`config.mk`:
```
export PLATFORM = sky130hd
export DESIGN_NAME = card_presence_ctrl
export DESIGN_NICKNAME = d
export VERILOG_FILES = /design/src/rtl/card_pres_pkg.sv /design/src/rtl/cp_sync.sv /design/src/rtl/cp_debounce.sv /design/src/rtl/cp_stop_ctrl.sv /design/src/rtl/cp_session.sv /design/src/rtl/card_presence_ctrl.sv
export SDC_FILE = /design/constraint.sdc
export NUM_CORES = 1
export LEC_CHECK = 0
export ABC_AREA = 1
export BUFFER_PORTS_ARGS = -buffer_cell sky130_fd_sc_hd__buf_2
export CAP_MARGIN = 20
export CORE_MARGIN = 2
export CORE_UTILIZATION = 61
export CTS_CLUSTER_SIZE = 24
export DETAILED_ROUTE_END_ITERATION = 12
export GPL_ROUTABILITY_DRIVEN = 0
export PLACE_DENSITY = 0.81
export SETUP_SLACK_MARGIN = 0.15
export SKIP_CTS_REPAIR_TIMING = 1
export SLEW_MARGIN = 15
export SYNTH_ARGS = -nofsm -noshare
export SYNTH_HDL_FRONTEND = slang
export SYNTH_HIERARCHICAL = 1
export SYNTH_SLANG_ARGS = --single-unit
```
`constraint.sdc`:
```
create_clock -name clk_i -period 5.11 [get_ports clk_i]
set_input_delay 0 -clock clk_i [delete_from_list [all_inputs] [get_ports clk_i]]
set_output_delay 0 -clock clk_i [all_outputs]
set_load 0.1 [all_outputs]
```
`src/rtl/card_pres_pkg.sv`:
```
package card_pres_pkg;
  typedef enum logic [1:0] {
    PM_RUN  = 2'd0,
    PM_STOP = 2'd1,
    PM_WARM = 2'd2
  } pwr_mode_e;

  localparam int unsigned SYNC_W = 5;
  localparam int unsigned S_PRES = 0;
  localparam int unsigned S_SESN = 1;
  localparam int unsigned S_VSA  = 2;
  localparam int unsigned S_VSB  = 3;
  localparam int unsigned S_FLT  = 4;
endpackage

```
`src/rtl/cp_sync.sv`:
```
module cp_sync #(
  parameter int unsigned W      = 1,
  parameter int unsigned STAGES = 2,
  parameter logic [W-1:0] RST_VAL = '0
) (
  input  logic         clk_i,
  input  logic         rst_ni,
  input  logic [W-1:0] d_i,
  output logic [W-1:0] q_o
);
  logic [W-1:0] st_q [STAGES];

  always_ff @(posedge clk_i or negedge rst_ni) begin
    if (!rst_ni) begin
      for (int i = 0; i < STAGES; i++) st_q[i] <= RST_VAL;
    end else begin
      st_q[0] <= d_i;
      for (int i = 1; i < STAGES; i++) st_q[i] <= st_q[i-1];
    end
  end

  assign q_o = st_q[STAGES-1];
endmodule

```
`src/rtl/cp_debounce.sv`:
```
module cp_debounce #(
  parameter int unsigned DEB_TICKS = 8000
) (
  input  logic clk_i,
  input  logic rst_ni,
  input  logic tick_i,
  input  logic hold_i,
  input  logic pres_i,
  output logic stable_o
);
  localparam int unsigned CNT_W = $clog2(DEB_TICKS + 1);
  localparam logic [CNT_W-1:0] LAST = CNT_W'(DEB_TICKS - 1);

  logic [CNT_W-1:0] cnt_q;
  logic             prev_q;
  logic             stable_q;

  always_ff @(posedge clk_i or negedge rst_ni) begin
    if (!rst_ni) begin
      cnt_q    <= '0;
      prev_q   <= 1'b0;
      stable_q <= 1'b0;
    end else begin
      prev_q <= pres_i;
      if (hold_i || !pres_i || (pres_i != prev_q)) begin
        // removal acts at once; any change restarts the interval
        cnt_q    <= '0;
        stable_q <= stable_q & pres_i & ~hold_i;
      end else if (!stable_q && tick_i) begin
        if (cnt_q == LAST) stable_q <= 1'b1;
        else               cnt_q    <= cnt_q + 1'b1;
      end
    end
  end

  assign stable_o = stable_q;

  p_drop_fast_r5: assert property (@(posedge clk_i) disable iff (!rst_ni)
    (!pres_i || hold_i) |=> !stable_o);

  p_rise_after_interval_r2: assert property (@(posedge clk_i) disable iff (!rst_ni)
    $rose(stable_o) |-> $past(cnt_q == LAST && tick_i && pres_i));
endmodule

```
`src/rtl/cp_stop_ctrl.sv`:
```
module cp_stop_ctrl
  import card_pres_pkg::*;
#(
  parameter int unsigned WARM_TICKS = 220
) (
  input  logic      clk_i,
  input  logic      rst_ni,
  input  logic      tick_i,
  input  logic      stop_req_i,
  input  logic      sess_i,
  input  logic      busy_i,
  output pwr_mode_e mode_o
);
  localparam int unsigned CNT_W = $clog2(WARM_TICKS + 1);
  localparam logic [CNT_W-1:0] LAST = CNT_W'(WARM_TICKS - 1);

  pwr_mode_e        mode_q, mode_d;
  logic [CNT_W-1:0] cnt_q, cnt_d;

  always_comb begin
    mode_d = mode_q;
    cnt_d  = cnt_q;
    unique case (mode_q)
      PM_RUN: begin
        if (stop_req_i && !sess_i && !busy_i) mode_d = PM_STOP;
      end
      PM_STOP: begin
        if (!stop_req_i) begin
          mode_d = PM_WARM;
          cnt_d  = '0;
        end
      end
      PM_WARM: begin
        if (stop_req_i && !busy_i) begin
          mode_d = PM_STOP;
        end else if (tick_i) begin
          if (cnt_q == LAST) mode_d = PM_RUN;
          else               cnt_d  = cnt_q + 1'b1;
        end
      end
      default: mode_d = PM_RUN;
    endcase
  end

  always_ff @(posedge clk_i or negedge rst_ni) begin
    if (!rst_ni) begin
      mode_q <= PM_RUN;
      cnt_q  <= '0;
    end else begin
      mode_q <= mode_d;
      cnt_q  <= cnt_d;
    end
  end

  assign mode_o = mode_q;

  p_entry_guard_r7: assert property (@(posedge clk_i) disable iff (!rst_ni)
    (mode_q == PM_STOP && $past(mode_q) == PM_RUN) |-> $past(stop_req_i && !sess_i && !busy_i));

  p_exit_via_warm_r9: assert property (@(posedge clk_i) disable iff (!rst_ni)
    ($past(mode_q) == PM_STOP && mode_q != PM_STOP) |-> mode_q == PM_WARM);
endmodule

```
`src/rtl/cp_session.sv`:
```
module cp_session (
  input  logic clk_i,
  input  logic rst_ni,
  input  logic req_i,
  input  logic allow_i,
  input  logic pres_i,
  input  logic fault_i,
  output logic sess_o,
  output logic alarm_o,
  output logic emerg_o
);
  logic sess_q, alarm_q, emerg_q;
  logic trip;

  assign trip = sess_q & req_i & (~pres_i | fault_i);

  always_ff @(posedge clk_i or negedge rst_ni) begin
    if (!rst_ni) begin
      sess_q  <= 1'b0;
      alarm_q <= 1'b0;
      emerg_q <= 1'b0;
    end else begin
      if (!req_i)       sess_q <= 1'b0;
      else if (allow_i) sess_q <= 1'b1;
      if (!req_i || !sess_q) alarm_q <= 1'b0;
      else if (trip)         alarm_q <= 1'b1;
      emerg_q <= trip & ~alarm_q;
    end
  end

  assign sess_o  = sess_q;
  assign alarm_o = alarm_q;
  assign emerg_o = emerg_q;

  p_emerg_in_session_r4: assert property (@(posedge clk_i) disable iff (!rst_ni)
    emerg_o |-> sess_o && alarm_o);

  p_emerg_single_r6: assert property (@(posedge clk_i) disable iff (!rst_ni)
    emerg_o |=> !emerg_o);
endmodule

```
`src/rtl/card_presence_ctrl.sv`:
```
module card_presence_ctrl
  import card_pres_pkg::*;
#(
  parameter int unsigned DEBOUNCE_US = 8000,
  parameter int unsigned WARMUP_US   = 220,
  parameter int unsigned SYNC_STAGES = 2
) (
  input  logic clk_i,
  input  logic rst_ni,
  input  logic tick_us_i,
  input  logic pres_hi_i,
  input  logic pres_lo_ni,
  input  logic session_ni,
  input  logic vsel_a_i,
  input  logic vsel_b_i,
  input  logic fault_i,
  input  logic deact_busy_i,
  output logic status_no,
  output logic emerg_deact_o,
  output logic sess_active_o,
  output logic stop_o
);
  localparam logic [SYNC_W-1:0] SYNC_RST = SYNC_W'(1) << S_SESN;

  logic [SYNC_W-1:0] raw, syn;
  logic              pres_s, sess_req, stop_req, fault_s;
  logic              deb_stable, sess, alarm, emerg;
  pwr_mode_e         mode;
  logic              status;

  assign raw[S_PRES] = pres_hi_i | ~pres_lo_ni;
  assign raw[S_SESN] = session_ni;
  assign raw[S_VSA]  = vsel_a_i;
  assign raw[S_VSB]  = vsel_b_i;
  assign raw[S_FLT]  = fault_i;

  cp_sync #(.W(SYNC_W), .STAGES(SYNC_STAGES), .RST_VAL(SYNC_RST)) u_sync (
    .clk_i(clk_i), .rst_ni(rst_ni), .d_i(raw), .q_o(syn)
  );

  assign pres_s   = syn[S_PRES];
  assign sess_req = ~syn[S_SESN];
  assign stop_req = syn[S_SESN] & syn[S_VSA] & syn[S_VSB];
  assign fault_s  = syn[S_FLT];

  cp_debounce #(.DEB_TICKS(DEBOUNCE_US)) u_deb (
    .clk_i(clk_i), .rst_ni(rst_ni), .tick_i(tick_us_i),
    .hold_i(mode != PM_RUN), .pres_i(pres_s), .stable_o(deb_stable)
  );

  cp_stop_ctrl #(.WARM_TICKS(WARMUP_US)) u_stop (
    .clk_i(clk_i), .rst_ni(rst_ni), .tick_i(tick_us_i),
    .stop_req_i(stop_req), .sess_i(sess), .busy_i(deact_busy_i), .mode_o(mode)
  );

  cp_session u_sess (
    .clk_i(clk_i), .rst_ni(rst_ni), .req_i(sess_req),
    .allow_i((mode == PM_RUN) && status), .pres_i(pres_s), .fault_i(fault_s),
    .sess_o(sess), .alarm_o(alarm), .emerg_o(emerg)
  );

  always_comb begin
    unique case (mode)
      PM_STOP: status = pres_s;
      PM_WARM: status = 1'b0;
      default: status = deb_stable & ~alarm;
    endcase
  end

  assign status_no     = status;
  assign emerg_deact_o = emerg;
  assign sess_active_o = sess;
  assign stop_o        = (mode == PM_STOP);

  p_start_needs_status_r10: assert property (@(posedge clk_i) disable iff (!rst_ni)
    $rose(sess_active_o) |-> $past(status_no));

  p_warm_unsettled_r9: assert property (@(posedge clk_i) disable iff (!rst_ni)
    (mode == PM_WARM) |-> !deb_stable);

  p_no_stop_in_session_r7: assert property (@(posedge clk_i) disable iff (!rst_ni)
    !(stop_o && sess_active_o));
endmodule

```
### Word-level counts from Yosys, hierarchy flattened

Cells that the tools add are included.

| operators by class | value |
|---|---|
| reductions and logical operators | 23 |
| equal/unequal tests | 13 |
| muxes and demuxes | 22 |
| shift operators | 0 |
| divide/modulo/power cells | 0 |
| bitwise logic cells | 15 |
| order comparisons | 0 |
| $mul | 0 |
| add/subtract/negate cells | 2 |

Operators with widths:

| kind | number |
|---|---|
| 13-bit two-way mux | 3 |
| 8-bit two-way mux | 4 |
| 8-bit one-hot mux with 2 select lines | 1 |
| 13-bit by 1-bit adder with 13-bit output (second input constant) | 1 |
| 13-bit == test (second input constant) | 1 |
| 2-bit nonzero test | 6 |
| 2-bit two-way mux | 5 |
| 8-bit by 1-bit adder with 8-bit output (second input constant) | 1 |
| 1-bit AND | 8 |
| 8-bit == test (second input constant) | 1 |
| 2-bit inequality test (second input constant) | 4 |
| 1-bit two-way mux | 7 |
| 2-bit one-hot mux with 3 select lines | 1 |
| 1-bit logical AND | 5 |
| 1-bit inverter | 5 |
| 5-bit AND reduction | 1 |
| 1-bit logical NOT | 4 |
| 2-bit by 1-bit inequality test with 1-bit output (second input constant) | 2 |
| 2-bit AND reduction | 2 |
| 4-bit AND reduction | 1 |
| 1-bit logical OR | 3 |
| 3-bit by 1-bit inequality test with 1-bit output (second input constant) | 1 |
| 3-bit by 2-bit inequality test with 1-bit output (second input constant) | 1 |
| 2-bit by 1-bit == test with 1-bit output (second input constant) | 1 |
| other kinds (5) | 6 |

| word-level totals | value |
|---|---|
| memories | 0 |
| word-level logic and storage cells | 85 |
| RAM bits | 0 |
| register bits | 38 |
| bits in read-only memories | 0 |
| bits in latches | 0 |
| output and inout port bits | 4 |

### Depth between registers and ports, before layout

| depth | value |
|---|---|
| depth after elaboration | 6 |
| gate-level depth with buffers | 11 |
| mapped depth without buffers | 10 |

### Cells and area by module

Netlist, hierarchy kept.

Modules (own cells, without submodules):

| module | cells each | instances | area each (sq um) |
|---|---|---|---|
| cp_debounce | 130 | 1 | 927.1 |
| cp_stop_ctrl | 107 | 1 | 693.2 |
| cp_sync | 15 | 1 | 290.3 |
| cp_session | 13 | 1 | 122.6 |
| card_presence_ctrl | 15 | 1 | 93.8 |

### Worst setup path before layout

Ideal clock, no wire load.

| timing path | value |
|---|---|
| path kind | reg2out |
| start point | reg u_stop.mode_q[0] (netlist: u_stop/mode_o[0]) |
| end point | out status_no |
| path buffers | 0 |
| data arrival time | 2.190 ns |
| setup slack | 2.920 ns |
| cell stages (with the launch flop) | 4 |
| path through | dfrtp_1 ha_1 nand3_2 nand2_1 |

| on the way | value |
|---|---|
| word-level cells in the longest chain between the ends | 2 |
| elaborated cells between the ends (all ways) | 3 |
| those cells by class | eq/ne (2); mux (1) |

Ends and longest elaborated chain:

| what | line | text |
|---|---|---|
| start, declared | cp_stop_ctrl.sv:17 | `pwr_mode_e mode_q, mode_d;` |
| start signal, assigned | cp_stop_ctrl.sv:50 | `mode_q <= mode_d;` |
| 2-bit by 1-bit == test with 1-bit output | n/a |  |
| named net stop_o | card_presence_ctrl.sv:21 | `output logic stop_o` |
| 1-bit one-hot mux with 2 select lines | card_presence_ctrl.sv:63 | `unique case (mode)` |
| end, declared | card_presence_ctrl.sv:18 | `output logic status_no,` |

The timed path passes the listed nets, and every way through them passes these cells.

### Final worst setup path

| timing path | value |
|---|---|
| start point | reg u_stop.mode_q[0] (netlist: u_stop/mode_o[0]) |
| end point | out status_no |

| on the way | value |
|---|---|
| word-level cells in the longest chain between the ends | 2 |
| elaborated cells between the ends (all ways) | 3 |
| those cells by class | eq/ne (2); mux (1) |

Ends and longest elaborated chain:

| what | line |
|---|---|
| 2-bit == test or 2-bit by 1-bit == test with 1-bit output (tied branches) | card_presence_ctrl.sv:63 |
| 1-bit one-hot mux with 2 select lines (*) | card_presence_ctrl.sv:63 |

Mark *: on every way between the ends. The rest lies on a longest branch, timed or not.

==> flow_metrics.py <==
metrics = {
    "timing": {
        "clock_skew_ps": 8.93,
        "rsz0062_at_grt": "no",
        "min_period_ps": 1890,
        "fin_ws_ps": 3220,
        "drv_slew": 0,
        "fmax_ghz": 0.529,
        "fin_hold_ws_ps": 66.5,
        "fin_setup_tns_ps": 0,
        "slew_headroom": 0.462,
        "setup_viol": 0,
        "finalHoldViolations": 0,
        "worst_pin_slew_ps": 807,
        "period_share": 0.370,
    },
    "critical_path": {
        "r2r_end": "u_deb/cnt_q[2]$_DFFE_PN0P_",
        "critPathCaptureType": "output pin",
        "worst-path-max-fanout": 8,
        "cp-startpoint": "u_stop/mode_o[0]$_DFFE_PN0P_",
        "cpMaxStageDelayCell": "dfrtp_1",
        "reg2reg_depth": 10,
        "worst_ep_arrival_time_ps": 1890,
        "path_cells": "inv_1 -> ha_1 -> inv_1 -> nand3_2 -> nand2_1 -> buf_2",
        "cp.required_ps": 5110,
        "critPathLaunchType": "flip-flop",
        "r2r_start": "u_stop/mode_o[0]$_DFFE_PN0P_",
        "worst-r2r-setup-slack_ps": 3360,
        "endpoint": "status_no",
        "slowest_delay_ps": 520,
        "critPathMostFrequentCell": "inv_1",
        "timing.setup.critical_path_class": "reg2out",
    },
    "yosys": {
        "synthCells": 280,
        "synth_flop_cell": "dfrtp_1",
        "synth_most_common_cell": "nand2_1",
        "synth_area_per_cell_um2": 7.60,
        "synth_nets": 294,
        "async_flop_share": 1.00,
        "ys_seq_elements": 38,
        "synth_edf_count": 0,
        "ys_seq_area_frac": 0.448,
        "netlist_area_um2": 2130,
        "ys_top_cells_by_count": "nand2_1 (88), dfrtp_1 (36), inv_1 (32)",
        "netlist.top_cell.by_area": "dfrtp_1",
        "yosysUniqueCellTypes": 29,
        "yosysWarningCount": 6,
        "synth_top_area_frac": 0.424,
        "synth.area.top_cells": "dfrtp_1 (42%), nand2_1 (16%), nand3_1 (6.6%), inv_1 (5.6%), nor2_1 (5.1%)",
    },
    "global_routing": {
        "grt_max_degree": 39,
        "grt_overflow": 0,
        "first_global_vias": 1627,
        "grt_pass1_wl_mm": 7.02,
        "grt_usage": 0.223,
        "antenna_found_initial": 0,
    },
    "power_and_ir_drop": {
        "power_density_nw_per_um2": 268,
        "vdd.ir_drop.worst_v": 0.000189,
        "design_power_total_mw": 0.628,
        "cellLeakagePower_nw": 1.16,
    },
    "routing": {
        "vias": 1786,
        "drtAntennaViolNets": 0,
        "routed-wl-met2_mm": 1.97,
        "drc": 0,
        "highest_layer": "met4",
        "wl_met3_um": 138,
        "drt-pass1-iter-count": 4,
        "wire_per_inst_um": 11.6,
        "wl_met1_mm": 1.89,
        "routed_via_density": 5.12,
        "drtIter0Drc": 145,
        "routed_wl_mm": 4.03,
    },
    "die": {
        "initial_core_util": 0.637,
        "core-area_um2": 3340,
        "die_area_um2": 3980,
        "rows": 21,
        "floorplan.die.height_um": 63.1,
        "die_w_um": 63.1,
        "ioPinCount": 14,
    },
    "cells_and_area": {
        "multi_input_area_um2": 990,
        "seq_area_um2": 953,
        "fin_nets": 316,
        "layout-drive-gt1-share": 0.152,
        "area_growth_pct": 10.2,
        "filler_cell_count": 273,
        "diodes": 0,
    },
    "clocking": {
        "cts_max_level": 2,
        "clock_latency_ps": 340,
        "numCtsBuffers": 5,
        "clock_path_buffers": 2,
        "cts_sinks": 38,
        "tritoncts": "built",
        "clk_pin_slew_ps": 120,
        "cts_root_buf": "clkbuf_4",
    },
    "worst_hold_path": {
        "hold_path.class": "in2reg",
    },
    "placement": {
        "pre_cts_slack_ps": 3340,
        "port_buffers": 13,
        "dp_hpwl_mm": 2.88,
    },
    "run_status": {
        "status": "finished, final reports clean",
    },
    "flow_run": {
        "maxCapViolations": 0,
    },
}
[through the flow]
stage	util	cells	area, um^2
2_1_floorplan	-	280	2130
3_3_place_gp	0.660	333	2200
3_5_place_dp	0.660	333	2200
4_1_cts	0.679	341	2260
5_1_grt	0.703	349	2340
6_report	0.703	349	2340
[worst max-delay path: cells and delay by family, from the launching register on]
kind,cells,cell delay [ps]
DFF,1,520
and+or+nand+nor,2,130
adders and majority gates,1,320
buffers and inverters,3,570
[where the power goes]
part | switching (mW) | leakage, nW | internal [mW]
Combinational | 0.0672 | 0.641 | 0.0458
Clock | 0.0983 | 0.0343 | 0.0661
Sequential | 0.0263 | 0.489 | 0.325
[flip-flops by register name (all words and copies together) (netlist names)]
signal          flops
u_deb/stable_o      1
u_sess/emerg_o      1
u_sync/st_q         5
u_deb/prev_q        1
u_sess/alarm_o      1
u_stop/mode_o       2
u_deb/cnt_q        13
u_sync/q_o          5
u_sess/sess_o       1
u_stop/cnt_q        8
[how the worst min path moves through the flow]
stage,slack [ps],cells after the start,to,start
finish,70,5,u_stop/mode_o[1]$_DFFE_PN0P_,deact_busy_i
global route,100,5,u_stop/mode_o[1]$_DFFE_PN0P_,deact_busy_i
global placement,100,1,u_sync/st_q[6]$_DFF_PN1_,session_ni
CTS,-270,1,u_sync/st_q[6]$_DFF_PN1_,session_ni
floorplan,-300,0,u_deb/cnt_q[0]$_DFFE_PN0P_,rst_ni
detailed placement,110,1,u_sync/st_q[9]$_DFF_PN0_,fault_i
[per-layer routing]
layer,track usage,up-vias
met5,0,-
met4,0.0833,0
li1,-,932
met3,0.0554,4
met2,0.364,36
met1,0.286,814
[cell usage in the layout, fill, tap and decap left out, types with 2 or more instances in the layout]
| cell | n |
|---|---|
| nand2_2 | 4 |
| buf_2 | 13 |
| nand2_4 | 2 |
| nand3_2 | 7 |
| xor2_1 | 2 |
| clkbuf_4 | 5 |
| dfrtp_1 | 36 |
| inv_1 | 32 |
| dlygate4sd3_1 | 8 |
| ha_1 | 4 |
| nand3_1 | 28 |
| nand4_1 | 6 |
| nor2_1 | 29 |
| a21oi_1 | 3 |
| o21ai_1 | 6 |
| nand2_1 | 88 |
| o21ai_0 | 8 |
| xnor2_1 | 3 |
| dfstp_2 | 2 |
| inv_2 | 4 |
[cell families (layout without fill, tap and decap cells)]
group / after synthesis / after routing / share of synthesized area
AND/OR/NAND/NOR: 172 / 172 / 0.374
buffers and inverters: 42 / 65 / 0.0865
flip-flops: 38 / 38 / 0.448
AO/OA/AOI/OAI: 19 / 19 / 0.0476
XOR/XNOR: 5 / 5 / 0.0206
adder cells (fa/ha/maj): 4 / 4 / 0.0235
[final cells by class]
class                      count  area share
clock buffer                   6      0.0219
tap                           46      0.0245
inverter                      36      0.0576
clock inverter                 2     0.00534
sequential                    38       0.407
timing repair buffer          21      0.0619
multi-input combinational    200       0.422
(Power assumes the default switching activity.)
